<file path="src/rtl/sync_mode_ctrl.sv">
module sync_mode_ctrl #(
  parameter int SYNC_STAGES = 2
) (
  input  logic       clk,
  input  logic       rst_n,
  input  logic       frame_pulse_i,
  input  logic [1:0] mode_sel_i,
  input  logic       ref_sel_i,
  input  logic       phase_corr_i,
  input  logic       impaired_i,
  output logic       ref_mux_sel_o,
  output logic       tie_en_o,
  output logic [1:0] pll_state_o
);
  localparam int NIN = 6;
  localparam logic [1:0] ST_NORMAL = 2'b00;
  localparam logic [1:0] ST_HOLD   = 2'b01;
  localparam logic [1:0] ST_FREE   = 2'b10;

  logic [NIN-1:0] raw;
  logic [NIN-1:0] sync_q [SYNC_STAGES];
  logic [NIN-1:0] synced;
  logic           fp_d;
  logic           tick;
  logic [1:0]     mode_s;
  logic           ref_s, pcc_s, imp_s;
  logic [1:0]     state_q, state_nx;
  logic           ref_q, tie_q, tie_nx;

  assign raw = {frame_pulse_i, impaired_i, phase_corr_i, ref_sel_i, mode_sel_i};

  always_ff @(posedge clk or negedge rst_n) begin
    if (!rst_n) begin
      for (int i = 0; i < SYNC_STAGES; i++) sync_q[i] <= '0;
      fp_d <= 1'b0;
    end else begin
      sync_q[0] <= raw;
      for (int i = 1; i < SYNC_STAGES; i++) sync_q[i] <= sync_q[i-1];
      fp_d <= sync_q[SYNC_STAGES-1][5];
    end
  end

  assign synced = sync_q[SYNC_STAGES-1];
  assign mode_s = synced[1:0];
  assign ref_s  = synced[2];
  assign pcc_s  = synced[3];
  assign imp_s  = synced[4];
  assign tick   = synced[5] & ~fp_d;

  always_comb begin
    unique case (mode_s)
      2'b00:   state_nx = imp_s ? ((state_q == ST_FREE) ? ST_FREE : ST_HOLD) : ST_NORMAL;
      2'b01:   state_nx = ST_HOLD;
      default: state_nx = ST_FREE;
    endcase
  end

  assign tie_nx = (state_q == ST_HOLD) && !ref_q && (state_nx == ST_NORMAL) && !ref_s && pcc_s;

  always_ff @(posedge clk or negedge rst_n) begin
    if (!rst_n) begin
      state_q <= ST_FREE;
      ref_q   <= 1'b0;
      tie_q   <= 1'b0;
    end else if (tick) begin
      state_q <= state_nx;
      ref_q   <= ref_s;
      tie_q   <= tie_nx;
    end
  end

  assign pll_state_o   = state_q;
  assign ref_mux_sel_o = ref_q;
  assign tie_en_o      = tie_q;
endmodule

</file>
<file path="config.mk">
export PLATFORM = sky130hd
export DESIGN_NAME = sync_mode_ctrl
export DESIGN_NICKNAME = d
export VERILOG_FILES = /design/src/rtl/sync_mode_ctrl.sv
export SDC_FILE = /design/constraint.sdc
export NUM_CORES = 1
export LEC_CHECK = 0
export BUFFER_PORTS_ARGS = -buffer_cell sky130_fd_sc_hd__clkbuf_2
export CORE_AREA = 2 2 39 41
export CTS_BUF_LIST = sky130_fd_sc_hd__clkbuf_4 sky130_fd_sc_hd__clkbuf_8
export DETAILED_ROUTE_END_ITERATION = 16
export DIE_AREA = 0 0 41 43
export HOLD_SLACK_MARGIN = 0.06
export MAX_ROUTING_LAYER = met4
export PLACE_DENSITY_LB_ADDON = 0.12
export SLEW_MARGIN = 20
export SYNTH_ARGS = -nofsm -noshare
export SYNTH_HDL_FRONTEND = slang
export SYNTH_SLANG_ARGS = --single-unit
</file>
<file path="constraint.sdc">
create_clock -name clk -period 1.6 [get_ports clk]
set_input_delay 0.48 -clock clk [delete_from_list [all_inputs] [get_ports clk]]
set_output_delay 0.48 -clock clk [all_outputs]
set_load 0.01 [all_outputs]
</file>
==> reports/summary.json, run 1 <==
{
  "run_status": {"value": "complete, no violations"},
  "grt.met2_usage": {"value": 16.3, "unit": "%"},
  "synth-async-reset-ratio": {"value": 100, "unit": "%"},
  "grt.total_usage": {"value": 11.5, "unit": "%"},
  "cts_htree_levels": {"value": 1},
  "synthDistinctLibCells": {"value": 13},
  "share_of_the_clock_period_used_by_the_worst_path": {"value": 91.5, "unit": "%"},
  "global_route.usage.met3": {"value": 3.14, "unit": "%"},
  "first_global_vias": {"value": 301},
  "cts_hold_buf": {"value": 0},
  "leakage_power_total": {"value": 0.318, "unit": "nW"},
  "synth_most_common_cell": {"value": "sky130_fd_sc_hd__dfrtp_1"},
  "synth-seq-area-share": {"value": 80.2, "unit": "%"},
  "critPathMaxFanout": {"value": 4},
  "post_synth_main_area_contributors": {"value": "sky130_fd_sc_hd__dfrtp_1 (75%), sky130_fd_sc_hd__dfstp_2 (4.9%), sky130_fd_sc_hd__nand2_1 (4.9%)"},
  "clock_sink_count": {"value": 17},
  "synth.net_count": {"value": 42},
  "globalRoute.totalOverflow": {"value": 0},
  "powerDensity": {"value": 1220, "unit": "nW/um^2"},
  "grt_max_degree": {"value": 18},
  "die_w": {"value": 41, "unit": "um"},
  "nets": {"value": 58},
  "cts_tree": {"value": "built"},
  "rows": {"value": 14},
  "cp_data_arrival_time": {"value": 980, "unit": "ps"},
  "drive_gt1_share": {"value": 34.7, "unit": "%"},
  "placeableCoreArea": {"value": 1380, "unit": "sq um"},
  "die_area": {"value": 1760, "unit": "sq um"},
  "drt_drc_violations_left": {"value": 0},
  "yosysTopAreaCellShare": {"value": 75.3, "unit": "%"},
  "crit_path_cell_trace": {"value": "clkbuf_2"},
  "detail-route-antenna-nets": {"value": 0},
  "synth_edf_count": {"value": 0},
  "dpl.hpwl": {"value": 539, "unit": "um"},
  "pin_count": {"value": 12},
  "floorplan.initialDensity": {"value": 38.4, "unit": "%"},
  "synthDominantAreaCellType": {"value": "sky130_fd_sc_hd__dfrtp_1"},
  "detail_route.first_pass.iterations": {"value": 1},
  "setup-violations-final": {"value": 0},
  "critPathBufInv": {"value": 1},
  "synth-seq-cells": {"value": 17},
  "final_estimated_routing_congestion_in_global_placement": {"value": 0.595},
  "first_iter_violations": {"value": 0},
  "overall_via_count_from_detail_route": {"value": 305},
  "syn-mean-instance-area": {"value": 15.6, "unit": "sq um"},
  "postSynth.topFlopCell": {"value": "sky130_fd_sc_hd__dfrtp_1"},
  "number_of_buffers_inserted_by_post_cts_setup_repair": {"value": 0},
  "final_max_slew_viol_count": {"value": 0},
  "post_route_setup_tns": {"value": 0, "unit": "ps"},
  "cts.repair.resized": {"value": 0},
  "areaGrowthSynthToFinish": {"value": 19.8, "unit": "%"},
  "max_clock_freq": {"value": 683, "unit": "MHz"},
  "cts_buffers": {"value": 3},
  "synth.cell_area": {"value": 532, "unit": "sq um"},
  "critPathTopFamily": {"value": "flip-flops"},
  "route.detailed.wl_per_inst": {"value": 11.4, "unit": "um"},
  "max-slew-margin-rel": {"value": 73.3, "unit": "%"},
  "timing_worst_slew_pin_value": {"value": 401, "unit": "ps"},
  "cap_viol_max_count": {"value": 0},
  "initial_antenna_violation_count": {"value": 0},
  "first_pass_grt_wire_length": {"value": 1.26, "unit": "mm"},
  "synth_top_cells_by_count": {"value": "sky130_fd_sc_hd__dfrtp_1 (16), sky130_fd_sc_hd__nand2_1 (7)"},
  "antenna_cells_inserted": {"value": 0},
  "cts_root_buffer": {"value": "sky130_fd_sc_hd__clkbuf_4"},
  "grt_setup_unrepaired": {"value": "false"},
  "final_hold_viol_count": {"value": 0},
  "worstHoldPathType": {"value": "input pin to asynchronous set/reset pin"},
  "cts.reportedPaths.clkPinSlew": {"value": 90, "unit": "ps"},
  "grt_busiest_layer": {"value": "met2"},
  "criticalPathCategory": {"value": "register to primary output"},
  "crit_path_top_delay_cell": {"value": "sky130_fd_sc_hd__dfstp_2"},
  "worst_path_largest_cell_delay": {"value": 570, "unit": "ps"},
  "clock-skew-final": {"value": 0.911, "unit": "ps"},
  "placement.io_buffers": {"value": 11},
  "groute.layer.met1.usage": {"value": 13.6, "unit": "%"},
  "per_cell_via_count_in_the_routed_design": {"value": 4.69},
  "timing.final.crit_period": {"value": 1460, "unit": "ps"},
  "drt_wl_total": {"value": 738, "unit": "um"},
  "hold_ws": {"value": 109, "unit": "ps"},
  "ctsLongestPathBuffers": {"value": 2},
  "synthCells": {"value": 34},
  "peakVddDrop": {"value": 0.000411, "unit": "V"},
  "clkLatencyLatePin": {"value": 280, "unit": "ps"},
  "critPathRequiredTime": {"value": 1120, "unit": "ps"},
  "die_height": {"value": 43, "unit": "um"},
  "start_kind": {"value": "register"},
  "crit_path_end_kind": {"value": "primary output"},
  "ys.warnings.count": {"value": 0}
}
## metal layers
layer  part of all wire, %  wire, um
met3                   8.3        61
met2                    49       358
met5                     0         0
met4                     0         0
met1                    43       318
## cell usage in the layout (no fill, tap or decap)
cell type / Yosys / layout
sky130_fd_sc_hd__and2b_1: 1 / 1
sky130_fd_sc_hd__dfrtp_1: 16 / 16
sky130_fd_sc_hd__o21ai_0: 1 / 1
sky130_fd_sc_hd__inv_1: 1 / 1
sky130_fd_sc_hd__clkbuf_4: 0 / 4
sky130_fd_sc_hd__nor4_1: 1 / 1
sky130_fd_sc_hd__dfstp_2: 1 / 1
sky130_fd_sc_hd__nor3b_1: 1 / 1
sky130_fd_sc_hd__nand3_1: 1 / 1
sky130_fd_sc_hd__a2bb2oi_1: 1 / 1
sky130_fd_sc_hd__o221a_1: 1 / 1
sky130_fd_sc_hd__nor4bb_1: 1 / 1
sky130_fd_sc_hd__nand2_1: 7 / 7
sky130_fd_sc_hd__clkbuf_2: 0 / 11
sky130_fd_sc_hd__nand2b_4: 1 / 1
## per-stage QoR
stage	setup WS [ps]	util [%]	std cells	power (mW)	cell area, sq um
2_1_floorplan	577	-	34	0.517	532
3_3_place_gp	470	43.9	61	0.548	607
3_5_place_dp	451	43.9	61	0.556	607
4_1_cts	126	46.0	65	0.790	637
5_1_grt	90.8	46.0	65	0.825	637
6_report	136	46.0	65	0.777	637
## layout make-up
class / instances / area (sq um)
flip-flops and latches: 17 / 427
fillers: 136 / 747
multi-input cells: 16 / 101
clock buffers: 4 / 30.0
inverters: 1 / 3.75
repair buffers: 11 / 55.1
well taps: 16 / 20.0
## path summary, 6_finish.rpt
| check | startpoint | to | slack (ps) | depth (start not counted) |
|---|---|---|---|---|
| worst max-delay path | pll_state_o[1] | pll_state_o[1] | 140 | 1 |
| worst min-delay path | rst_n | pll_state_o[0] | 110 | 1 |
| worst max register to register | fp_d | pll_state_o[0] | 600 | 3 |
| worst min register to register | sync_q[6] | synced[0] | 350 | 0 |
| max in group asynchronous | rst_n | pll_state_o[1] | 1170 | 1 |
| min in group clk | phase_corr_i | sync_q[9] | 300 | 1 |
## power by group
group | internal [mW] | switching (mW)
Clock | 0.114 | 0.118
Sequential | 0.461 | 0.0215
Combinational | 0.0309 | 0.0320
Total | 0.606 | 0.172
## cell families after synthesis
kind of cell,count (synthesis),synth area share [%]
AND/OR/NAND/NOR,13,14.4
flip-flops,17,80.2
AO/OA/AOI/OAI,3,4.71
buffers and inverters,1,0.705
## sequential cells by signal, indices dropped and copies added, names as in the netlist
| register | flops |
|---|---|
| fp_d | 1 |
| synced | 6 |
| sync_q | 6 |
| tie_en_o | 1 |
| ref_mux_sel_o | 1 |
| pll_state_o | 2 |
Power figures use the tool's default switching activity.
==> run 2: changes to the inputs <==
--- a/config.mk
+++ b/config.mk
@@ -5,6 +5,7 @@
 export SDC_FILE = /design/constraint.sdc
 export NUM_CORES = 1
 export LEC_CHECK = 0
+export ABC_AREA = 1
 export BUFFER_PORTS_ARGS = -buffer_cell sky130_fd_sc_hd__clkbuf_2
 export CORE_AREA = 2 2 39 41
 export CTS_BUF_LIST = sky130_fd_sc_hd__clkbuf_4 sky130_fd_sc_hd__clkbuf_8
==> run 2 against run 1 <==
Compared with the run above: clock skew increased by 0.58 ps; final cell count increased by 22%; clock power grew 4%; final area increased by 4.1%; clock-buffer cell count unchanged; synthesized cell count grew 41%; critical path depth stayed put; sequential power decreased by 2%; total power fell by 0.10%; sequential cell count did not move; worst setup slack improved by 12 ps.
==> reports/summary.json, run 2 <==
{
  "crit_path_cell_trace": {"value": "clkbuf_2"},
  "synth-seq-area-share": {"value": 76.5, "unit": "%"},
  "cts_htree_levels": {"value": 1},
  "cts_root_buffer": {"value": "sky130_fd_sc_hd__clkbuf_4"},
  "met3WireLength": {"value": 54, "unit": "um"},
  "max_clock_freq": {"value": 689, "unit": "MHz"},
  "globalRoute.totalOverflow": {"value": 0},
  "detail-route-antenna-nets": {"value": 0},
  "first_iter_violations": {"value": 1},
  "ys.warnings.count": {"value": 0},
  "cap_viol_max_count": {"value": 0},
  "rows": {"value": 14},
  "share_of_the_clock_period_used_by_the_worst_path": {"value": 90.8, "unit": "%"},
  "leading_cell_type_in_the_layout_fill_and_taps_excluded": {"value": "sky130_fd_sc_hd__dfrtp_1"},
  "placedCellCount": {"value": 75},
  "crit_path_end_kind": {"value": "primary output"},
  "drive_gt1_share": {"value": 33.3, "unit": "%"},
  "rr_worst_depth": {"value": 5},
  "per_cell_via_count_in_the_routed_design": {"value": 4.10},
  "final_design_area_no_fill": {"value": 663, "unit": "sq um"},
  "setup-violations-final": {"value": 0},
  "synth-seq-cells": {"value": 17},
  "peakVddDrop": {"value": 0.000534, "unit": "V"},
  "timing.final.crit_period": {"value": 1450, "unit": "ps"},
  "antenna_cells_inserted": {"value": 0},
  "leakage_power_total": {"value": 0.361, "unit": "nW"},
  "pin_count": {"value": 12},
  "first_pass_grt_wire_length": {"value": 1.11, "unit": "mm"},
  "floorplan.initialDensity": {"value": 40.3, "unit": "%"},
  "synthCells": {"value": 48},
  "cts_hold_buf": {"value": 0},
  "initial_antenna_violation_count": {"value": 0},
  "rr_endpoint": {"value": "pll_state_o[0]"},
  "final_cells": {"value": 79},
  "synthDistinctLibCells": {"value": 11},
  "drt_drc_violations_left": {"value": 0},
  "synth.cell_area": {"value": 558, "unit": "sq um"},
  "post_route_setup_tns": {"value": 0, "unit": "ps"},
  "powerDensity": {"value": 1170, "unit": "nW/um^2"},
  "worst_path_largest_cell_delay": {"value": 560, "unit": "ps"},
  "cp_data_arrival_time": {"value": 970, "unit": "ps"},
  "worstHoldPathType": {"value": "input pin to asynchronous set/reset pin"},
  "ctsLongestPathBuffers": {"value": 2},
  "hold_ws": {"value": 102, "unit": "ps"},
  "reg2reg_setup_slack": {"value": 630, "unit": "ps"},
  "die_area": {"value": 1760, "unit": "sq um"},
  "grt_setup_unrepaired": {"value": "false"},
  "synth_most_common_cell": {"value": "sky130_fd_sc_hd__dfrtp_1"},
  "top_layer_used": {"value": "met4"},
  "crit_path_top_delay_cell": {"value": "sky130_fd_sc_hd__dfstp_2"},
  "grt.total_usage": {"value": 10.9, "unit": "%"},
  "synth.net_count": {"value": 56},
  "final_max_slew_viol_count": {"value": 0},
  "dpl.hpwl": {"value": 507, "unit": "um"},
  "route.detailed.wl_per_inst": {"value": 9.11, "unit": "um"},
  "postSynth.topFlopCell": {"value": "sky130_fd_sc_hd__dfrtp_1"},
  "final_cell_mix": {"value": "sky130_fd_sc_hd__dfrtp_1 (16), sky130_fd_sc_hd__nand2_1 (14), sky130_fd_sc_hd__clkbuf_2 (11)"},
  "criticalPathCategory": {"value": "register to primary output"},
  "max-slew-margin-rel": {"value": 72.9, "unit": "%"},
  "yosysTopAreaCellShare": {"value": 71.7, "unit": "%"},
  "wl_met1": {"value": 326, "unit": "um"},
  "areaGrowthSynthToFinish": {"value": 18.8, "unit": "%"},
  "synth_edf_count": {"value": 0},
  "detail_route.first_pass.iterations": {"value": 2},
  "cts.repair.resized": {"value": 0},
  "critPathBufInv": {"value": 1},
  "placement.io_buffers": {"value": 11},
  "clock_sink_count": {"value": 17},
  "synth-async-reset-ratio": {"value": 100, "unit": "%"},
  "cts_buffers": {"value": 3},
  "run_status": {"value": "complete, no violations"},
  "timing_worst_slew_pin_value": {"value": 406, "unit": "ps"},
  "dp_slack": {"value": 461, "unit": "ps"},
  "critPathRequiredTime": {"value": 1120, "unit": "ps"},
  "start_kind": {"value": "register"},
  "first_global_vias": {"value": 281},
  "synthDominantAreaCellType": {"value": "sky130_fd_sc_hd__dfrtp_1"},
  "nets": {"value": 72},
  "placeableCoreArea": {"value": 1380, "unit": "sq um"},
  "fillers": {"value": 130},
  "clkLatencyLatePin": {"value": 290, "unit": "ps"},
  "overall_via_count_from_detail_route": {"value": 324},
  "r2r-start": {"value": "pll_state_o[1]"},
  "drt_wl_total": {"value": 720, "unit": "um"},
  "wl_met2": {"value": 308, "unit": "um"},
  "critPathMaxFanout": {"value": 3},
  "final_estimated_routing_congestion_in_global_placement": {"value": 0.551},
  "post_synth_main_area_contributors": {"value": "sky130_fd_sc_hd__dfrtp_1 (72%), sky130_fd_sc_hd__nand2_1 (9.4%), sky130_fd_sc_hd__dfstp_2 (4.7%)"},
  "critPathTopFamily": {"value": "flip-flops"},
  "placedInstanceArea": {"value": 633, "unit": "sq um"},
  "cts_tree": {"value": "built"},
  "synth_top_cells_by_count": {"value": "sky130_fd_sc_hd__dfrtp_1 (16), sky130_fd_sc_hd__nand2_1 (14), sky130_fd_sc_hd__inv_1 (4), sky130_fd_sc_hd__nor2_1 (4), sky130_fd_sc_hd__inv_2 (3)"},
  "syn-mean-instance-area": {"value": 11.6, "unit": "sq um"},
  "number_of_buffers_inserted_by_post_cts_setup_repair": {"value": 0},
  "clock-skew-final": {"value": 1.50, "unit": "ps"},
  "die_w": {"value": 41, "unit": "um"},
  "die_height": {"value": 43, "unit": "um"},
  "final_hold_viol_count": {"value": 0},
  "cts.reportedPaths.clkPinSlew": {"value": 90, "unit": "ps"},
  "fin_ws": {"value": 148, "unit": "ps"},
  "grt_max_degree": {"value": 18}
}
-- run 2: cell types whose count changed after synthesis, sizes merged --
| cell | before | now |
|---|---|---|
| nor2 | 0 | 5 |
| inv | 1 | 7 |
| nor4 | 1 | 0 |
| and2b | 1 | 0 |
| nor4bb | 1 | 0 |
| o221a | 1 | 0 |
| nor3 | 0 | 1 |
| nand2b | 1 | 0 |
| nor3b | 1 | 0 |
| o21ai | 1 | 2 |
| nand2 | 7 | 15 |
| a2bb2oi | 1 | 0 |
-- run 2: metrics by stage --
step / power (mW) / utilization [%]
after floorplan: 0.514 / -
after global placement: 0.544 / 45.8
after detailed placement: 0.547 / 45.8
after CTS: 0.788 / 47.9
after global routing: 0.821 / 47.9
final: 0.777 / 47.9
-- run 2: final cells by class --
class                      count  area (sq um)  area share [%]
tap                           16          20.0            3.02
timing repair buffer          11          55.1            8.30
sequential                    17           427            64.3
multi-input combinational     24           105            15.8
clock buffer                   4          30.0            4.53
inverter                       7          26.3            3.96
-- run 2: worst max-delay path by stage --
stage                           to           start  slack, ps  cells past startpoint
floorplan           pll_state_o[1]  pll_state_o[1]        580                      0
global placement    pll_state_o[1]  pll_state_o[1]        470                      1
detailed placement  pll_state_o[1]  pll_state_o[1]        460                      1
CTS                 pll_state_o[1]  pll_state_o[1]        130                      1
global route        pll_state_o[1]  pll_state_o[1]         90                      1
finish              pll_state_o[1]  pll_state_o[1]        150                      1
-- run 2: layer usage --
layer / global-route usage, % / vias up
li1: - / 174
met3: 4.71 / 5
met5: - / -
met4: 10.0 / 0
met2: 14.1 / 15
met1: 12.1 / 130
-- run 2: cell families (layout without fill, tap and decap cells) --
group,after synthesis,count (layout),share of synthesized area (%)
DFF,17,17,76.5
buffers and inverters,7,22,4.71
AOI/OAI and AO/OA,2,2,1.79
and+or+nand+nor,22,22,17.0
-- run 2: report_power, final --
part           internal, mW  switching, mW
registers             0.459         0.0169
logic                0.0250         0.0359
clock network         0.114          0.127
